[config.mk]
export PLATFORM = sky130hd
export DESIGN_NAME = toffoli_cascade
export DESIGN_NICKNAME = d
export VERILOG_FILES = /design/src/rtl/tgc_pkg.sv /design/src/rtl/tgc_desc_bank.sv /design/src/rtl/tgc_gate_apply.sv /design/src/rtl/tgc_sequencer.sv /design/src/rtl/toffoli_cascade.sv
export SDC_FILE = /design/constraint.sdc
export NUM_CORES = 1
export LEC_CHECK = 0
export BUFFER_PORTS_ARGS = -buffer_cell sky130_fd_sc_hd__buf_2
export CAP_MARGIN = 20
export CORE_MARGIN = 2
export CORE_UTILIZATION = 50
export DETAILED_ROUTE_END_ITERATION = 10
export GPL_TIMING_DRIVEN = 0
export PLACE_DENSITY_LB_ADDON = 0.12
export SYNTH_ARGS = -nofsm -noshare
export SYNTH_HDL_FRONTEND = slang
export SYNTH_SLANG_ARGS = --single-unit
[constraint.sdc]
create_clock -name clk -period 3.8 [get_ports clk]
set_input_delay 0.38 -clock clk [delete_from_list [all_inputs] [get_ports clk]]
set_output_delay 0.38 -clock clk [all_outputs]
set_load 0.02 [all_outputs]
[src/rtl/tgc_pkg.sv]
// Shared role codes for the Toffoli cascade evaluator.
// Assumes two bits per line in each descriptor.
package tgc_pkg;
    typedef enum logic [1:0] {
        ROLE_TARGET = 2'd0,
        ROLE_POS    = 2'd1,
        ROLE_NEG    = 2'd2,
        ROLE_IGNORE = 2'd3
    } line_role_e;
endpackage

[src/rtl/tgc_desc_bank.sv]
// Register bank of gate descriptors with one write port and one read port.
// Assumes the controller blocks writes while a run is active (wr_block).
// Reset fills every slot with the all-ignored pattern.
module tgc_desc_bank #(
    parameter int DEPTH = 16,
    parameter int DW    = 8,
    localparam int IDX_W = (DEPTH > 1) ? $clog2(DEPTH) : 1
) (
    input  logic             clk,
    input  logic             rst_n,
    input  logic             wr_en,
    input  logic             wr_block,
    input  logic [IDX_W-1:0] wr_idx,
    input  logic [DW-1:0]    wr_val,
    input  logic [IDX_W-1:0] rd_idx,
    output logic [DW-1:0]    rd_val
);
    logic [DW-1:0] slots [DEPTH];

    for (genvar k = 0; k < DEPTH; k++) begin : g_slot
        // Purpose: hold one descriptor, updated only when idle.
        always_ff @(posedge clk) begin
            if (!rst_n) begin
                slots[k] <= '1;
            end else if (wr_en && !wr_block && (wr_idx == IDX_W'(k))) begin
                slots[k] <= wr_val;
            end
        end
    end

    // Purpose: present the descriptor of the gate being applied.
    always_comb begin
        rd_val = slots[rd_idx];
    end
endmodule

[src/rtl/tgc_gate_apply.sv]
// Combinational evaluation of one mixed-polarity Toffoli gate.
// Assumes the role code order of tgc_pkg. An illegal descriptor passes the state through.
module tgc_gate_apply
    import tgc_pkg::*;
#(
    parameter int LINES = 4
) (
    input  logic [2*LINES-1:0] desc,
    input  logic [LINES-1:0]   cur,
    output logic [LINES-1:0]   nxt,
    output logic               illegal
);
    logic [LINES-1:0] tgt_mask;
    logic [LINES-1:0] blocked;
    logic             fire;

    for (genvar g = 0; g < LINES; g++) begin : g_line
        line_role_e role;
        // Purpose: classify one line and test its control literal.
        always_comb begin
            role        = line_role_e'(desc[2*g +: 2]);
            tgt_mask[g] = (role == ROLE_TARGET);
            blocked[g]  = ((role == ROLE_POS) && !cur[g]) ||
                          ((role == ROLE_NEG) &&  cur[g]);
        end
    end

    // Purpose: check the single-target rule and flip the target if unblocked.
    always_comb begin
        illegal = ($countones(tgt_mask) != 1);
        fire    = !illegal && !(|blocked);
        nxt     = fire ? (cur ^ tgt_mask) : cur;
    end
endmodule

[src/rtl/tgc_sequencer.sv]
// Run controller: holds the state vector and gate count and steps through the gates.
// Assumes the next-state and legality come from tgc_gate_apply on the addressed slot.
module tgc_sequencer #(
    parameter int LINES = 4,
    parameter int DEPTH = 16,
    localparam int IDX_W = (DEPTH > 1) ? $clog2(DEPTH) : 1,
    localparam int CNT_W = $clog2(DEPTH + 1)
) (
    input  logic             clk,
    input  logic             rst_n,
    input  logic             count_we,
    input  logic [CNT_W-1:0] count_data,
    input  logic             start,
    input  logic             reverse,
    input  logic [LINES-1:0] din,
    input  logic [LINES-1:0] gate_nxt,
    input  logic             gate_bad,
    output logic [IDX_W-1:0] gate_idx,
    output logic [LINES-1:0] state,
    output logic             busy,
    output logic             done,
    output logic             bad_flag
);
    logic [CNT_W-1:0] gcount;
    logic [CNT_W-1:0] left;
    logic             backward;
    logic             bad_acc;

    // Purpose: keep the active gate count, clamped and frozen during a run.
    always_ff @(posedge clk) begin
        if (!rst_n) begin
            gcount <= '0;
        end else if (count_we && !busy) begin
            gcount <= (count_data > CNT_W'(DEPTH)) ? CNT_W'(DEPTH) : count_data;
        end
    end

    // Purpose: accept start, apply one gate per cycle, pulse done at the end.
    always_ff @(posedge clk) begin
        if (!rst_n) begin
            state    <= '0;
            gate_idx <= '0;
            left     <= '0;
            backward <= 1'b0;
            busy     <= 1'b0;
            done     <= 1'b0;
            bad_acc  <= 1'b0;
            bad_flag <= 1'b0;
        end else begin
            done     <= 1'b0;
            bad_flag <= 1'b0;
            if (!busy) begin
                if (start) begin
                    state    <= din;
                    backward <= reverse;
                    bad_acc  <= 1'b0;
                    left     <= gcount;
                    gate_idx <= reverse ? IDX_W'(gcount - 1'b1) : '0;
                    if (gcount == '0) begin
                        done <= 1'b1;
                    end else begin
                        busy <= 1'b1;
                    end
                end
            end else begin
                state    <= gate_nxt;
                bad_acc  <= bad_acc | gate_bad;
                left     <= left - 1'b1;
                gate_idx <= backward ? (gate_idx - 1'b1) : (gate_idx + 1'b1);
                if (left == CNT_W'(1)) begin
                    busy     <= 1'b0;
                    done     <= 1'b1;
                    bad_flag <= bad_acc | gate_bad;
                end
            end
        end
    end
endmodule

[src/rtl/toffoli_cascade.sv]
// Top level: descriptor bank, gate evaluator and run controller.
// Assumes LINES <= 8 and DEPTH <= 32. One gate is applied per clock.
module toffoli_cascade #(
    parameter int LINES = 4,
    parameter int DEPTH = 16,
    localparam int DW    = 2 * LINES,
    localparam int IDX_W = (DEPTH > 1) ? $clog2(DEPTH) : 1,
    localparam int CNT_W = $clog2(DEPTH + 1)
) (
    input  logic             clk,
    input  logic             rst_n,
    input  logic             desc_we,
    input  logic [IDX_W-1:0] desc_addr,
    input  logic [DW-1:0]    desc_data,
    input  logic             count_we,
    input  logic [CNT_W-1:0] count_data,
    input  logic             start,
    input  logic             reverse,
    input  logic [LINES-1:0] din,
    output logic             busy,
    output logic             done,
    output logic             bad_gate,
    output logic [LINES-1:0] dout
);
    logic [IDX_W-1:0] gate_idx;
    logic [DW-1:0]    cur_desc;
    logic [LINES-1:0] gate_nxt;
    logic             gate_bad;

    tgc_desc_bank #(.DEPTH(DEPTH), .DW(DW)) u_bank (
        .clk      (clk),
        .rst_n    (rst_n),
        .wr_en    (desc_we),
        .wr_block (busy),
        .wr_idx   (desc_addr),
        .wr_val   (desc_data),
        .rd_idx   (gate_idx),
        .rd_val   (cur_desc)
    );

    tgc_gate_apply #(.LINES(LINES)) u_gate (
        .desc    (cur_desc),
        .cur     (dout),
        .nxt     (gate_nxt),
        .illegal (gate_bad)
    );

    tgc_sequencer #(.LINES(LINES), .DEPTH(DEPTH)) u_seq (
        .clk        (clk),
        .rst_n      (rst_n),
        .count_we   (count_we),
        .count_data (count_data),
        .start      (start),
        .reverse    (reverse),
        .din        (din),
        .gate_nxt   (gate_nxt),
        .gate_bad   (gate_bad),
        .gate_idx   (gate_idx),
        .state      (dout),
        .busy       (busy),
        .done       (done),
        .bad_flag   (bad_gate)
    );
endmodule

# Yosys cells after proc, flatten, opt, wreduce, memory -nomap -nowiden
# Memory sizes are Yosys's and may differ from the RTL's. A register that Yosys moved wholly into a read port is not among the register bits.
# Index checks and enable logic that the tools add are counted.
dict set report totals {
  regBits 23
  latch_bits 0
  ram_bits 128
  romBits 0
  inputBits 27
  output_inout_bits 7
  elab_cells 199
  n_memories 1
}
# name depth word_bits read_ports rd_clocked_by_memory_dff write_ports line
set mem_list {}
lappend mem_list {u_bank.slots 16 8 1 1 16 tgc_desc_bank.sv:18} ;# logic [DW-1:0] slots [DEPTH];
dict set report op_classes {
  add_sub_neg 7
  n_mul 0
  div_mod_pow 0
  n_lt_le_gt_ge 1
  n_eq_ne 26
  shift 0
  muxes 87
  n_bitwise 19
  reduce_logical 49
}
# op n
set ops {}
lappend ops {{$mux 8} 16}
lappend ops {{$mux 1} 59}
lappend ops {{$mux 4} 9}
lappend ops {{$add 32x32->32} 1}
lappend ops {{$eq 4x4->1 const B} 8}
lappend ops {{$ne 32x2->1 const B} 1}
lappend ops {{$logic_and 1x1->1} 27}
lappend ops {{$or 1x1->1} 17}
lappend ops {{$eq 4x3->1 const B} 4}
lappend ops {{$mux 5} 3}
lappend ops {{$eq 2x1->1 const B} 4}
lappend ops {{$eq 2x2->1 const B} 4}
lappend ops {{$eq 4x2->1 const B} 2}
lappend ops {{$logic_not 2->1} 4}
lappend ops {{$sub 4x1->4 const B} 2}
lappend ops {{$logic_not 1->1} 7}
lappend ops {{$eq 5x1->1 const B} 1}
lappend ops {{$gt 5x5->1 const B} 1}
lappend ops {{$logic_not 5->1} 1}
lappend ops {{$sub 5x1->5 const B} 1}
lappend ops {{$add 1x1->2} 2}
lappend ops {{$add 4x1->4 const B} 1}
lappend ops {{$eq 4x1->1 const B} 1}
lappend ops {{$logic_not 4->1} 1}
lappend ops {{8 further kinds} 12}

# Longest topological paths before layout
dict set report logic_depth {
  word_depth 8
  ltp_mapped 17
  mapped_depth_nobuf 13
}

# Cells and area by module
# A second synthesis with hierarchy kept.
dict set report hier_totals {
  hier_cells 576
  hier_area_um2 7135.6
}
# mod n_inst cells_each area_per_inst_um2 seq_area_each_um2
set by_module_without_submodules {}
lappend by_module_without_submodules {tgc_desc_bank 1 407 5738.0 3843.7}
lappend by_module_without_submodules {tgc_sequencer 1 137 1158.6 460.4}
lappend by_module_without_submodules {tgc_gate_apply 1 32 239.0 0.0}

# Worst setup path after synthesis
# Ideal clock, no wire load.
dict set report synth_timing {
  kind {register to register}
  start {reg with a tool-made name}
  end {reg u_seq.state[3]}
  setup_ns 0.120
  arrival_time_ns 3.942
  required_time_ns 3.680
  slack_ns -0.262
  path_stages_with_launch 15
  n_path_buf 2
  synth_period_minus_slack_ns 4.062
  cell_sequence {dfxtp_1 > buf_2 > buf_4 > mux4_2 > nand2b_1 > a221oi_1 > a31o_2 > ha_1 > ha_1 > fa_1 > nor3b_1 > nand2_1 > a2111oi_4 > a31oi_1 > o31a_1}
}
# element line
set synth_rtl {}
lappend synth_rtl {{to (signal assigned)} tgc_sequencer.sv:54} ;# state <= din;
lappend synth_rtl {{to (signal assigned)} tgc_sequencer.sv:66} ;# state <= gate_nxt;
lappend synth_rtl {{to (decl)} tgc_sequencer.sv:19} ;# output logic [LINES-1:0] state,

==> summary.md <==
| Metric | Value |
|---|---|
| Number of global-route vias before repair | `5394` |
| Area after DPL | `8160 um2` |
| FMAX | `254 MHz` |
| Final setup vio count | `4` |
| H-Tree Depth | `4` |
| Initial core utilization | `0.507` |
| DRT iter0 DRCs | `528` |
| Utilization after layout | `0.626` |
| Library cells used by synthesis | `59` |
| Via density per instance | `5.82` |
| Final Hold Fails | `0` |
| TritonRoute pass-1 iters | `5` |
| Port bufs | `33` |
| Seq cells post-synth | `155` |
| Slew headroom | `0.367` |
| Antenna Violating Nets Remaining | `0` |
| Fill cells | `1171` |
| Register area | `4400 um2` |
| Crit start category | `flop` |
| Inserted Diodes | `0` |
| Remaining DRCs | `0` |
| R2R Path End | `u_seq.state[0]` |
| Multi-input gate area | `3250 um2` |
| DR WL/cell | `22.4 um` |
| Row count | `45` |
| Nets | `763` |
| Area delta synth->final | `23.4%` |
| Worst path required time | `4160 ps` |
| R2R Setup Slk | `-140 ps` |
| Peak VDD IR | `0.000326 V` |
| Post-route minimum period | `3940 ps` |
| Worst-case reg-to-reg path depth | `26` |
| Max Cap Viol | `0` |
| Wire length of the first global-routing pass | `31.4 mm` |
| Share of the synthesized area in the top cell type | `0.502` |
| Crit-path max FO | `6` |
| Core box area | `15100 um2` |
| Later-pin clock latency in the skew report | `430 ps` |
| Total track usage | `0.269` |
| Setup crit end kind | `flop` |
| TritonCTS clock tree | `done` |
| Slew @ Worst Pin | `942 ps` |
| Hold WC Path Type | `in2reg` |
| Final WS setup | `-137 ps` |
| Largest net degree at the start of global routing | `17` |
| DIE WIDTH | `128 um` |
| Root Driver | `clkbuf_16` |
| Mapped Area | `7660 um2` |
| RSZ-0062 raised after global routing | `true` |
| Most frequent cell after synthesis | `or2_2` |
| Post-synth EDFFs | `128` |
| Hold-critical path depth | `3` |
| Detailed-route via count | `5398` |
| Failing checks | `negative setup slack` |
| Clock Path Buffers | `2` |
| Leakage power | `3.07 nW` |
| Final Slew Violations | `0` |
| Gate Count Post-Synth | `608` |
| Async set-reset flop share out of synthesis | `0` |
| Ys flop type | `edfxtp_1` |
| Die H | `128 um` |
| Yosys Warn Count | `0` |
| CTS Buf Count | `17` |
| Status | `finished, violations left` |
| Final period utilization | `1.04` |
| DIE AREA | `16300 um2` |
| Syn nets | `645` |
| Critical path class | `reg2reg` |
| Detailed placement HPWL | `14.2 mm` |
| Gr ovfl total | `0` |
| Synth Area per Inst | `12.6 um2` |
| CP arrival | `4290 ps` |
| I/O Pins | `34` |
| Min-Delay Startpoint | `count_data[2]` |
| CTS clk-pin slew, worst paths | `60 ps` |
| Worst Skew | `9.14 ps` |
| WHS Endpoint | `u_seq.gcount[2]` |
| Post-route cell area | `9450 um2` |
| Post-CTS Hold Buffers | `0` |
| Area contributors post-synth | `edfxtp_1 (50%), or2_2 (11%), dfxtp_1 (7.1%), mux4_2 (6.8%), mux2i_1 (2.7%)` |
| Power per cell area | `463 nW/um2` |
| Final RePlAce weighted congestion | `0.868` |
| Initial antenna violation count | `0` |
| Clk sinks | `155` |
| Sequential share of the synthesized area | `0.573` |
| Total Routed Length | `20.8 mm` |
| Top post-synthesis cells by count | `or2_2 (132), edfxtp_1 (128), nand2_1 (39)` |
| Share of layout cells above drive strength 1 | `0.461` |
| Biggest area consumer among synthesized cells | `edfxtp_1` |
how the worst max path moves through the flow:
stage	from	endpoint	slack (ps)	cells after the start
after floorplan	flop	u_seq.state[3]	3	16
after global placement	flop	u_seq.state[3]	-1040	15
after detailed placement	flop	u_seq.state[3]	-1040	15
after CTS	flop	u_seq.state[1]	-280	17
after global routing	flop	u_seq.state[1]	-260	16
final	flop	u_seq.state[0]	-140	26
per-stage QoR:
stage	instances	setup slack (ps)	TNS (ps)	hold WS [ps]	power, W
final	927	-137	-380	214	0.00438
after global routing	927	-258	-886	219	0.00450
after CTS	925	-276	-996	207	0.00433
after detailed placement	844	-1040	-4500	442	0.00251
after global placement	829	-1040	-4540	434	0.00249
after floorplan	608	3.11	0	427	0.00233
power breakdown:
group          leakage (nW)  internal [W]  switching, W
Sequential             1.30       0.00190     0.0000459
Combinational          1.49      0.000338      0.000381
Clock                 0.283      0.000979      0.000730
Total                  3.07       0.00322       0.00116
layer usage:
| metal | vias to the layer above | GRT usage | routed length (um) |
|---|---|---|---|
| li1 | 2475 | - | - |
| met1 | 2701 | 0.340 | 8790 |
| met2 | 184 | 0.460 | 10500 |
| met3 | 38 | 0.0543 | 988 |
| met4 | 0 | 0.0989 | 480 |
| met5 | - | 0 | 0 |
state kept, by name, indices dropped and copies added, names as in the netlist, named ones only:
register	count
u_bank.slots	128
u_seq.backward	1
u_seq.bad_acc	1
u_seq.bad_flag	1
u_seq.busy	1
u_seq.done	1
u_seq.gate_idx	4
u_seq.gcount	5
u_seq.left	5
u_seq.state	4
final cells by class:
type                       count  area share
sequential                   155       0.465
multi-input combinational    407       0.344
timing repair buffer         101      0.0744
clock buffer                  17      0.0450
tap                          188      0.0249
buffer                        28      0.0221
clock inverter                15      0.0175
inverter                      16     0.00636
placed cells by master (no fill, tap or decap), drive strengths merged, types with 2 or more instances in the layout:
master	instances
or2	132
edfxtp	128
buf	109
nand2	39
clkbuf	37
dfxtp	27
nor2	24
mux4	23
mux2i	21
inv	21
o21ai	19
a21oi	15
nor2b	14
nand2b	11
mux2	11
nand3b	8
ha	8
nand3	7
a22oi	7
a211oi	6
a31oi	6
o22ai	5
nor3	5
clkinv	5
and2	4
a41o	3
xor2	3
clkinvlp	3
a2111oi	3
nor3b	2
or3	2
o31a	2
a311oi	2
and3	2
a222oi	2
fa	2
bufinv	2
critical path: stages (launching register included):
cell	delay (ps)
dfxtp_4	360
buf_12	140
buf_12	140
buf_12	140
buf_12	130
mux2i_2	150
o22ai_2	210
nor2_2	60
a31oi_2	230
inv_2	100
buf_6	130
buf_4	130
buf_6	110
buf_4	120
buf_4	120
buf_4	120
buf_4	120
buf_4	120
buf_4	120
buf_4	120
buf_4	120
buf_4	130
buf_4	130
buf_4	130
buf_4	130
a41o_1	180
a31oi_1	160
cells by family (layout without fill, tap and decap cells):
group	after synthesis	in the layout	share of synthesized area
simple gates	256	256	0.190
flops	155	155	0.573
compound gates	82	82	0.0758
mux	55	55	0.111
buf+inv	46	177	0.0271
fa+ha+maj	10	10	0.0183
xor+xnor	4	4	0.00458
timing repair:
item / 4_1_cts / 5_1_grt
cloned: 0 / 1
gates resized for setup: 42 / 21
pin swaps: 14 / 11
endpoints found under the hold margin: 0 / 0
setup endpoints to repair: 6 / 4
setup buffers: 50 / 6
No activity file was read; power rests on OpenSTA's default activity.
